===== src/rtl/sport_csr_pkg.sv =====
package sport_csr_pkg;
  localparam logic [5:0] OFS_MODE = 6'h00;
  localparam logic [5:0] OFS_STAT = 6'h04;
  localparam logic [5:0] OFS_CMD  = 6'h08;
  localparam logic [5:0] OFS_DATA = 6'h0C;
  localparam logic [5:0] OFS_AUX  = 6'h10;
  localparam logic [5:0] OFS_INT  = 6'h14;
  localparam logic [5:0] OFS_BDH  = 6'h18;
  localparam logic [5:0] OFS_BDL  = 6'h1C;

  typedef enum logic [1:0] {DIR_NOP = 2'd0, DIR_ON = 2'd1, DIR_OFF = 2'd2, DIR_BAD = 2'd3} dir_act_e;

  typedef enum logic [2:0] {
    MSC_NOP = 3'd0, MSC_PTR = 3'd1, MSC_RXRST = 3'd2, MSC_TXRST = 3'd3,
    MSC_ERR = 3'd4, MSC_BRKCLR = 3'd5, MSC_BRKON = 3'd6, MSC_BRKOFF = 3'd7
  } misc_act_e;

  typedef struct packed {
    misc_act_e misc;
    dir_act_e  tx;
    dir_act_e  rx;
  } cmd_t;

  // status byte: {4'b0, tx_empty, tx_rdy, fifo_full, rx_rdy}
  function automatic logic [7:0] pack_status(logic rx_rdy, logic full, logic tx_rdy, logic tx_empty);
    return {4'b0000, tx_empty, tx_rdy, full, rx_rdy};
  endfunction

  function automatic logic [7:0] pack_isr(logic [7:0] stat, logic full_sel, logic brk);
    logic rx_src;
    rx_src = full_sel ? stat[1] : stat[0];
    return {5'b00000, brk, rx_src, stat[2]};
  endfunction
endpackage


===== src/rtl/sport_cmd_decode.sv =====
module sport_cmd_decode
  import sport_csr_pkg::*;
(
  input  logic [7:0] cmd_byte,
  output cmd_t       cmd,
  output logic       bad_code
);
  always_comb begin
    cmd.misc = misc_act_e'(cmd_byte[6:4]);
    cmd.tx   = dir_act_e'(cmd_byte[3:2]);
    cmd.rx   = dir_act_e'(cmd_byte[1:0]);
    bad_code = (cmd.tx == DIR_BAD) || (cmd.rx == DIR_BAD);
  end
endmodule


===== src/rtl/sport_rx_fifo.sv =====
module sport_rx_fifo #(
  parameter int WIDTH = 8,
  parameter int DEPTH = 4,
  localparam int CW = $clog2(DEPTH + 1)
) (
  input  logic             clk,
  input  logic             rst_n,
  input  logic             flush,
  input  logic             push,
  input  logic [WIDTH-1:0] din,
  input  logic             pop,
  output logic [WIDTH-1:0] head,
  output logic [CW-1:0]    count
);
  logic [WIDTH-1:0] ent_q [DEPTH];
  logic [CW-1:0]    cnt_after_pop;
  logic [CW-1:0]    wr_idx;

  always_comb begin
    cnt_after_pop = count - CW'(pop);
    // a push into a full FIFO (no pop) replaces the newest entry
    wr_idx = (cnt_after_pop == CW'(DEPTH)) ? CW'(DEPTH - 1) : cnt_after_pop;
  end

  assign head = ent_q[0];

  for (genvar i = 0; i < DEPTH; i++) begin : g_ent
    always_ff @(posedge clk or negedge rst_n) begin
      if (!rst_n) ent_q[i] <= '0;
      else if (push && wr_idx == CW'(i)) ent_q[i] <= din;
      else if (pop) ent_q[i] <= (i == DEPTH - 1) ? ent_q[i] : ent_q[(i == DEPTH - 1) ? i : i + 1];
    end
  end

  always_ff @(posedge clk or negedge rst_n) begin
    if (!rst_n) count <= '0;
    else if (flush) count <= '0;
    else if (push && cnt_after_pop != CW'(DEPTH)) count <= cnt_after_pop + 1'b1;
    else count <= cnt_after_pop;
  end
endmodule


===== src/rtl/sport_csr.sv =====
module sport_csr
  import sport_csr_pkg::*;
#(
  parameter int DEPTH = 4
) (
  input  logic       clk,
  input  logic       rst_n,
  input  logic [5:0] reg_addr,
  input  logic       reg_wr,
  input  logic       reg_rd,
  input  logic [7:0] reg_wdata,
  output logic [7:0] reg_rdata,
  input  logic       rx_push,
  input  logic [7:0] rx_byte,
  input  logic       rx_break,
  output logic       rx_accept,
  output logic       tx_valid,
  output logic [7:0] tx_data,
  input  logic       tx_ready,
  output logic       irq,
  output logic       cmd_err
);
  localparam int CW = $clog2(DEPTH + 1);

  logic [7:0] mode_q [2];
  logic       mode_ptr_q;
  logic [7:0] imr_q, bdh_q, bdl_q, hold_q;
  logic       tx_en_q, rx_en_q, tx_empty_q, brk_q, err_q;

  // named internal events
  logic       wr_cmd, wr_data, rd_data, tx_fire;
  logic       fifo_push, fifo_pop, fifo_flush;
  logic [7:0] fifo_din, fifo_head;
  logic [CW-1:0] fifo_cnt;
  logic       fifo_full, fifo_nonempty;
  logic [7:0] stat_w, isr_w;
  cmd_t       cmd;
  logic       cmd_bad;
  logic       tx_en_n, rx_en_n;

  sport_cmd_decode u_dec (.cmd_byte(reg_wdata), .cmd(cmd), .bad_code(cmd_bad));

  assign wr_cmd  = reg_wr && reg_addr == OFS_CMD;
  assign wr_data = reg_wr && reg_addr == OFS_DATA;
  assign rd_data = reg_rd && reg_addr == OFS_DATA;

  assign fifo_full     = fifo_cnt == CW'(DEPTH);
  assign fifo_nonempty = fifo_cnt != '0;
  assign rx_accept     = rx_en_q && !fifo_full;
  assign fifo_flush    = wr_cmd && cmd.misc == MSC_RXRST;
  assign fifo_pop      = rd_data && fifo_nonempty;
  assign fifo_push     = rx_break || (rx_push && rx_accept);
  assign fifo_din      = rx_break ? 8'h00 : rx_byte;

  sport_rx_fifo #(.WIDTH(8), .DEPTH(DEPTH)) u_fifo (
    .clk(clk), .rst_n(rst_n), .flush(fifo_flush), .push(fifo_push),
    .din(fifo_din), .pop(fifo_pop), .head(fifo_head), .count(fifo_cnt)
  );

  assign tx_valid = tx_en_q && !tx_empty_q;
  assign tx_data  = hold_q;
  assign tx_fire  = tx_valid && tx_ready;

  assign stat_w = pack_status(fifo_nonempty, fifo_full, tx_en_q, tx_empty_q);
  assign isr_w  = pack_isr(stat_w, mode_q[0][6], brk_q);
  assign irq    = |(isr_w & imr_q);
  assign cmd_err = err_q;

  // command fields apply in order: misc, then transmitter, then receiver
  always_comb begin
    tx_en_n = tx_en_q;
    rx_en_n = rx_en_q;
    if (wr_cmd) begin
      if (cmd.misc == MSC_TXRST) tx_en_n = 1'b0;
      if (cmd.misc == MSC_RXRST) rx_en_n = 1'b0;
      if (cmd.tx == DIR_ON)  tx_en_n = 1'b1;
      if (cmd.tx == DIR_OFF) tx_en_n = 1'b0;
      if (cmd.rx == DIR_ON)  rx_en_n = 1'b1;
      if (cmd.rx == DIR_OFF) rx_en_n = 1'b0;
    end
  end

  always_ff @(posedge clk or negedge rst_n) begin
    if (!rst_n) begin
      mode_q[0] <= '0; mode_q[1] <= '0; mode_ptr_q <= 1'b0;
      imr_q <= '0; bdh_q <= '0; bdl_q <= '0; hold_q <= '0;
      tx_en_q <= 1'b0; rx_en_q <= 1'b0; tx_empty_q <= 1'b1;
      brk_q <= 1'b0; err_q <= 1'b0;
    end else begin
      tx_en_q <= tx_en_n;
      rx_en_q <= rx_en_n;
      err_q   <= wr_cmd && cmd_bad;
      if (reg_wr && reg_addr == OFS_MODE) begin
        mode_q[mode_ptr_q] <= reg_wdata;
        mode_ptr_q <= 1'b1;
      end
      if (wr_cmd && cmd.misc == MSC_PTR) mode_ptr_q <= 1'b0;
      if (reg_wr && reg_addr == OFS_INT) imr_q <= reg_wdata;
      if (reg_wr && reg_addr == OFS_BDH) bdh_q <= reg_wdata;
      if (reg_wr && reg_addr == OFS_BDL) bdl_q <= reg_wdata;
      if (rx_break) brk_q <= 1'b1;
      else if (wr_cmd && cmd.misc == MSC_BRKCLR) brk_q <= 1'b0;
      if (wr_data) begin
        hold_q     <= reg_wdata;
        tx_empty_q <= 1'b0;
      end else if (tx_fire || (wr_cmd && cmd.misc == MSC_TXRST)) begin
        tx_empty_q <= 1'b1;
      end
    end
  end

  always_comb begin
    unique case (reg_addr)
      OFS_MODE: reg_rdata = mode_q[mode_ptr_q];
      OFS_STAT: reg_rdata = stat_w;
      OFS_DATA: reg_rdata = fifo_nonempty ? fifo_head : 8'h00;
      OFS_INT:  reg_rdata = isr_w;
      OFS_BDH:  reg_rdata = bdh_q;
      OFS_BDL:  reg_rdata = bdl_q;
      default:  reg_rdata = 8'h00;
    endcase
  end
endmodule


===== config.mk =====
export PLATFORM = sky130hd
export DESIGN_NAME = sport_csr
export DESIGN_NICKNAME = d
export VERILOG_FILES = /design/src/rtl/sport_csr_pkg.sv /design/src/rtl/sport_cmd_decode.sv /design/src/rtl/sport_rx_fifo.sv /design/src/rtl/sport_csr.sv
export SDC_FILE = /design/constraint.sdc
export NUM_CORES = 1
export LEC_CHECK = 0
export ABC_AREA = 1
export ABC_CLOCK_PERIOD_IN_PS = 5800
export BUFFER_PORTS_ARGS = -buffer_cell sky130_fd_sc_hd__buf_2
export CAP_MARGIN = 20
export CORE_ASPECT_RATIO = 0.7
export CORE_MARGIN = 10
export CORE_UTILIZATION = 60
export DETAILED_ROUTE_END_ITERATION = 10
export HOLD_SLACK_MARGIN = 0.08
export PLACE_DENSITY_LB_ADDON = 0.2
export SLEW_MARGIN = 10
export SYNTH_ARGS = -nofsm -noshare
export SYNTH_HDL_FRONTEND = slang
export SYNTH_HIERARCHICAL = 1
export SYNTH_SLANG_ARGS = --single-unit

===== constraint.sdc =====
create_clock -name clk -period 5.8 [get_ports clk]
set_input_delay 0.58 -clock clk [delete_from_list [all_inputs] [get_ports clk]]
set_output_delay 0.58 -clock clk [all_outputs]
set_load 0.02 [all_outputs]

## After elaboration in Yosys (flattened, before gate mapping)

Cells that the tools add are included.

| storage, ports and cells | value |
|---|---|
| logic and storage cells | 118 |
| register bits | 89 |
| output and inout bits | 20 |
| input bits | 29 |

| cells by class | value |
|---|---|
| magnitude comparators | 2 |
| reductions and logical operators | 42 |
| $add $sub $neg | 2 |
| bitwise gates (word level) | 2 |
| mux-type cells | 31 |
| equality and inequality tests | 22 |

Operators by type and width:

| cell | number |
|---|---|
| 2-to-1 mux 8 bit | 12 |
| one-hot mux 8 bit (6 select lines) | 1 |
| logical AND 1 bit | 23 |
| == test 6 x 5 -> 1 bit (second input constant) | 3 |
| bitwise mux 16 bit | 1 |
| 2-to-1 mux 1 bit | 13 |
| == test 3 x 2 -> 1 bit (second input constant) | 4 |
| == test 6 x 4 -> 1 bit (second input constant) | 2 |
| nonzero test 2 bit | 6 |
| == test 3 bit (second input constant) | 3 |
| 2-to-1 mux 3 bit | 3 |
| nonzero test 3 bit | 3 |
| bitwise AND 3 x 8 -> 8 bit | 1 |
| demux 8 bit (select 1 bit) | 1 |
| == test 2 bit (second input constant) | 4 |
| OR reduction 8 bit | 1 |
| == test 3 x 1 -> 1 bit (second input constant) | 2 |
| == test 6 x 3 -> 1 bit (second input constant) | 1 |
| logical NOT 6 bit | 1 |
| == test 2 x 1 -> 1 bit (second input constant) | 2 |
| AND reduction 2 bit | 2 |
| adder 3 x 1 -> 3 bit (second input constant) | 1 |
| logical NOT 3 bit | 1 |
| logical OR 1 bit | 3 |
| 6 further kinds | 7 |

## Depth between registers and ports, before layout

| depth | value |
|---|---|
| word-level depth | 9 |
| gate-level depth with buffers | 15 |
| mapped depth without buffers | 14 |

## Hierarchy

The synthesis kept the hierarchy.

Modules (own cells, without submodules):

| module | seq. area each (sq um) | cells an instance | area an instance (sq um) | times used |
|---|---|---|---|---|
| sport_csr | 1227.4 | 371 | 2668.8 | 1 |
| sport_rx_fifo | 875.8 | 264 | 1984.4 | 1 |
| sport_cmd_decode | 0.0 | 10 | 63.8 | 1 |

## Worst setup path after synthesis

OpenSTA, ideal clock, no wires.

| timing path | value |
|---|---|
| path kind | input to register |
| from | input port reg_addr[1] |
| to | register u_fifo/ent_q[10] (netlist name) |
| arrival | 2.661 ns |
| slack | 3.022 ns |
| cell stages on the path | 12 |
| data required time | 5.683 ns |
| cells stage by stage | nor2_4 -> nand3_1 -> nor3b_1 -> ha_1 -> ha_1 -> inv_1 -> ha_1 -> clkbuf_1 -> nand3_1 -> buf_4 -> nand3_1 -> nand2_1 |

| between the ends | value |
|---|---|
| word-level cells in the longest chain between the ends | 9 |

Ends and longest elaborated chain:

| element | line | source |
|---|---|---|
| start, declared | sport_csr.sv:8 | `input logic [5:0] reg_addr,` |
| == test 6 x 4 -> 1 bit * | sport_csr.sv:45 | `assign rd_data = reg_rd && reg_addr == OFS_DATA;` |
| logical AND 1 bit * | sport_csr.sv:45 |  |
| logical AND 1 bit * | sport_csr.sv:51 | `assign fifo_pop = rd_data && fifo_nonempty;` |
| named net fifo_pop | sport_csr.sv:32 | `logic fifo_push, fifo_pop, fifo_flush;` |
| subtractor 3 x 1 -> 3 bit | sport_rx_fifo.sv:20 | `cnt_after_pop = count - CW'(pop);` |
| == test 3 bit | sport_rx_fifo.sv:22 | `wr_idx = (cnt_after_pop == CW'(DEPTH)) ? CW'(DEPTH - 1) : cnt_after_pop;` |
| 2-to-1 mux 3 bit | sport_rx_fifo.sv:22 |  |
| == test 3 x 2 -> 1 bit | sport_rx_fifo.sv:30 | `else if (push && wr_idx == CW'(i)) ent_q[i] <= din;` |
| logical AND 1 bit | sport_rx_fifo.sv:30 |  |
| 2-to-1 mux 8 bit / nonzero test 2 bit (equally long branches) | n/a |  |
| end signal, assigned by index | sport_rx_fifo.sv:30 |  |
| end signal, assigned by index | sport_rx_fifo.sv:31 | `else if (pop) ent_q[i] <= (i == DEPTH - 1) ? ent_q[i] : ent_q[(i == DEPTH - 1) ? i : i + 1];` |
| end, declared | sport_rx_fifo.sv:15 | `logic [WIDTH-1:0] ent_q [DEPTH];` |

Mark *: on every way through the listed nets, which the timed path passes. The rest lies on a longest branch.
A chain may end at the register's enable or synchronous reset.

## Worst setup path after layout

| timing path | value |
|---|---|
| from | input port reg_addr[1] |
| to | register u_fifo/ent_q[21] (netlist name) |

| between the ends | value |
|---|---|
| word-level cells in the longest chain between the ends | 9 |

Ends and longest elaborated chain:

| element | line |
|---|---|
| == test 6 x 4 -> 1 bit * | sport_csr.sv:45 |
| logical AND 1 bit * | sport_csr.sv:45 |
| logical AND 1 bit * | sport_csr.sv:51 |
| named net fifo_pop | sport_csr.sv:32 |
| subtractor 3 x 1 -> 3 bit | sport_rx_fifo.sv:20 |
| == test 3 bit | sport_rx_fifo.sv:22 |
| 2-to-1 mux 3 bit | sport_rx_fifo.sv:22 |
| == test 3 x 1 -> 1 bit | sport_rx_fifo.sv:30 |
| logical AND 1 bit | sport_rx_fifo.sv:30 |
| 2-to-1 mux 8 bit / nonzero test 2 bit (equally long branches) | n/a |

Marked as above.

==> tab_implementation.tex <==
\begin{tabular}{lr}
\hline
Metric & Value \\
\hline
\multicolumn{2}{l}{\textbf{Logic synthesis}} \\
\quad Library cell occupying the most area in the post-synthesis netlist & dfrtp\_1 \\
\quad Synth top area cells & dfrtp\_1 (44\%), nand2\_1 (18\%), nand3\_1 (8.7\%) \\
\quad Post-Syn Nets & 680 \\
\quad Distinct cells, synth & 28 \\
\quad Post-synthesis cell count & 645 \\
\quad Area fraction of the dominant cell type after synthesis & 0.440 \\
\quad Yosys Warn Count & 6 \\
\quad Avg Inst Size Synth & 7.31 sq um \\
\quad Flip-flop and latch count after synthesis & 84 \\
\quad Cell Area, Synth & 0.00472 sq mm \\
\quad Share of synthesized area occupied by flip-flops and latches & 0.446 \\
\multicolumn{2}{l}{\textbf{Critical path}} \\
\quad Type of the worst setup path & in -> reg \\
\quad Worst reg2reg endpoint & u\_fifo/ent\_q[21] \\
\quad Worst-case register-to-register setup slack & 2.69 ns \\
\quad Critical path launch point type & input pin \\
\quad WP data arrival & 3.49 ns \\
\quad Type of element capturing the critical path & flip-flop \\
\quad Reg-to-Reg Start & u\_fifo/count[2] \\
\quad Data required time of the worst path & 6.04 ns \\
\quad Depth of the worst register-to-register path & 14 \\
\quad CP max FO & 26 \\
\multicolumn{2}{l}{\textbf{Cells and area}} \\
\quad Ratio of cells with drive above 1 in the final layout & 0.152 \\
\quad Number of antenna repair diodes & 0 \\
\quad Layout-stage area growth over the synthesis result & 10.1\% \\
\quad Nets & 706 \\
\quad Filler Cells Inserted & 634 \\
\multicolumn{2}{l}{\textbf{Global route}} \\
\quad Number of antenna violations at the first check in global routing & 0 \\
\quad Overall fraction of global-route tracks in use & 0.209 \\
\quad Wire length of the first global-routing pass & 20.2 mm \\
\quad Pin count of the biggest net entering global routing & 85 \\
\quad Vias in the first global route & 4074 \\
\quad Global route total overflow & 0 \\
\multicolumn{2}{l}{\textbf{Timing}} \\
\quad Max Transition Viols Final & 0 \\
\quad Slew of the pin with the lowest slew margin & 0.727 ns \\
\quad Share of the clock period used by the worst path after layout & 0.561 \\
\quad Number of hold violations in the final report & 0 \\
\quad Final sum of negative setup slack & 0 ns \\
\quad Hold WS & 0.162 ns \\
\quad Largest clock skew in the final design & 0.0103 ns \\
\quad \# setup viols final & 0 \\
\quad Min Tclk post-route & 3.25 ns \\
\quad Setup repair after global routing missed its margin & false \\
\quad Normalized max-slew margin & 0.515 \\
\quad Upper clock frequency limit & 308 MHz \\
\multicolumn{2}{l}{\textbf{Clock network}} \\
\quad Post-cts repair resize count & 0 \\
\quad Clock sink count & 84 \\
\quad Hold\_buf cts & 0 \\
\quad Clock tree from TritonCTS & yes \\
\quad H-Tree Depth & 3 \\
\quad Source-to-sink clock delay at the later pin of the worst-skew pair & 0.35 ns \\
\quad Clock root cell & clkbuf\_16 \\
\quad CTS clk-pin slew, worst paths & 0.07 ns \\
\quad Number of buffers created by CTS & 9 \\
\quad Max clock buf depth & 2 \\
\quad Setup Fix Bufs, Post-CTS & 0 \\
\multicolumn{2}{l}{\textbf{Die}} \\
\quad Standard-cell row count & 26 \\
\quad Vertical extent of the die & 94.2 um \\
\quad Die width & 126 um \\
\quad Area inside the core boundary & 0.00748 sq mm \\
\quad I/O pin count & 49 \\
\quad Starting density of the core & 0.630 \\
\quad Die area & 0.0119 sq mm \\
\multicolumn{2}{l}{\textbf{Routing}} \\
\quad Post-DRT Antenna Nets & 0 \\
\quad Via total after detailed routing & 4338 \\
\quad Total length of routed wires & 12.5 mm \\
\quad Mean routed wirelength per cell & 16.1 um \\
\quad Average vias per placed instance & 5.60 \\
\quad Drt first pass iters & 6 \\
\quad Remaining routing DRC violations & 0 \\
\quad 1st-iter DRT viols & 549 \\
\multicolumn{2}{l}{\textbf{Pwr}} \\
\quad Leakage power of the design & 2.82 nW \\
\quad Largest voltage drop on the vdd net & 0.235 mV \\
\quad Total power divided by cell area & 376 mW/mm\^{}2 \\
\multicolumn{2}{l}{\textbf{Place}} \\
\quad GPL Wtd Cong & 0.919 \\
\quad Post-DP HPWL & 9.24 mm \\
\quad Port Buffer Count & 48 \\
\multicolumn{2}{l}{\textbf{Flow run}} \\
\quad Number of max-capacitance violations reported & 0 \\
\multicolumn{2}{l}{\textbf{Min path}} \\
\quad Worst hold path type & in -> async \\
\multicolumn{2}{l}{\textbf{Run status}} \\
\quad Result of the run & finished, final reports clean \\
\hline
\end{tabular}
==> state kept, by name, indices dropped and copies added (netlist names), 3 cells and up <==
name          count
mode_q           16
bdl_q             8
tx_data           8
u_fifo/count      3
u_fifo/ent_q     24
imr_q             3
bdh_q             8
u_fifo/head       8
==> worst max-delay path by stage <==
| stage | from | to | slack [ns] | depth (start not counted) |
|---|---|---|---|---|
| 6_report | reg_addr[1] | u_fifo/ent_q[21] | 2.55 | 14 |
| 2_1_floorplan | reg_addr[1] | u_fifo/ent_q[10] | 3.02 | 12 |
| 5_1_grt | reg_addr[1] | u_fifo/ent_q[23] | 2.30 | 14 |
| 4_1_cts | reg_addr[1] | u_fifo/ent_q[12] | 2.62 | 14 |
| 3_3_place_gp | reg_addr[1] | u_fifo/ent_q[13] | 2.44 | 14 |
| 3_5_place_dp | reg_addr[1] | u_fifo/ent_q[12] | 2.26 | 14 |
==> stage by stage <==
stage,util,setup WS [ns],std cells,power (mW),area [sq um]
6_report,0.694,2.55,774,1.95,5190
5_1_grt,0.694,2.30,774,2.07,5190
4_1_cts,0.691,2.62,773,1.94,5170
3_5_place_dp,0.652,2.26,757,1.38,4870
3_3_place_gp,0.652,2.44,757,1.36,4870
2_1_floorplan,-,3.02,645,1.26,4720
==> layout make-up <==
cell class	instances	area (sq um)	area share
clock buffer	9	225	0.0434
clock inverter	7	67.6	0.0130
inverter	67	251	0.0484
multi-input combinational	459	2150	0.413
sequential	84	2100	0.405
tap	98	123	0.0236
timing repair buffer	50	278	0.0535
==> cells by family (layout without fill, tap and decap cells) <==
| logic type | Yosys count | after routing | share of synthesized area |
|---|---|---|---|
| flip-flops | 84 | 84 | 0.446 |
| AO/OA/AOI/OAI | 43 | 43 | 0.0533 |
| AND/OR/NAND/NOR | 410 | 410 | 0.385 |
| buffers and inverters | 102 | 133 | 0.100 |
| adder cells (fa/ha/maj) | 6 | 6 | 0.0159 |
==> cells in the mapped netlist, drive strengths merged <==
cell / number
a21oi: 15
and2: 1
buf: 27
clkbuf: 8
clkinv: 1
dfrtp: 83
dfstp: 1
ha: 6
inv: 66
nand2: 239
nand3: 84
nand4: 21
nor2: 64
nor3b: 1
o211ai: 1
o21ai: 27
==> power breakdown <==
part           switching [mW]  internal [mW]  leakage (nW)
Sequential              0.107          0.745          1.08
Combinational           0.357          0.180          1.60
Clock                   0.265          0.301         0.140
==> cells in the final DEF, fill, tap and decap left out, drive strengths merged <==
master      n
a21oi      15
dfstp       1
clkinv      3
and2        1
o21ai      27
buf        50
clkinvlp    1
nand4      21
inv        70
nand2     239
nor3b       1
nor2       64
dfrtp      83
clkbuf      9
nand3      84
ha          6
o211ai      1
==> critical path: stages <==
cell and delay, ns:
buf_2 0.12, nor2_4 0.25, nand3_1 0.24, nor3b_2 0.21, buf_4 0.30, ha_1 0.20
ha_1 0.29, ha_1 0.25, inv_1 0.11, nand3_4 0.19, nand3_1 0.47, nand2_1 0.13
nand2_1 0.09, nand2_1 0.05
==> per-layer routing <==
metal  wire [um]  GRT usage  up-vias
met5           0          0        -
met4         129     0.0577        0
met3        1240     0.0581       13
met2        5070      0.293      215
met1        6060      0.306     2028
li1            -          -     2082
(Power assumes the default switching activity.)
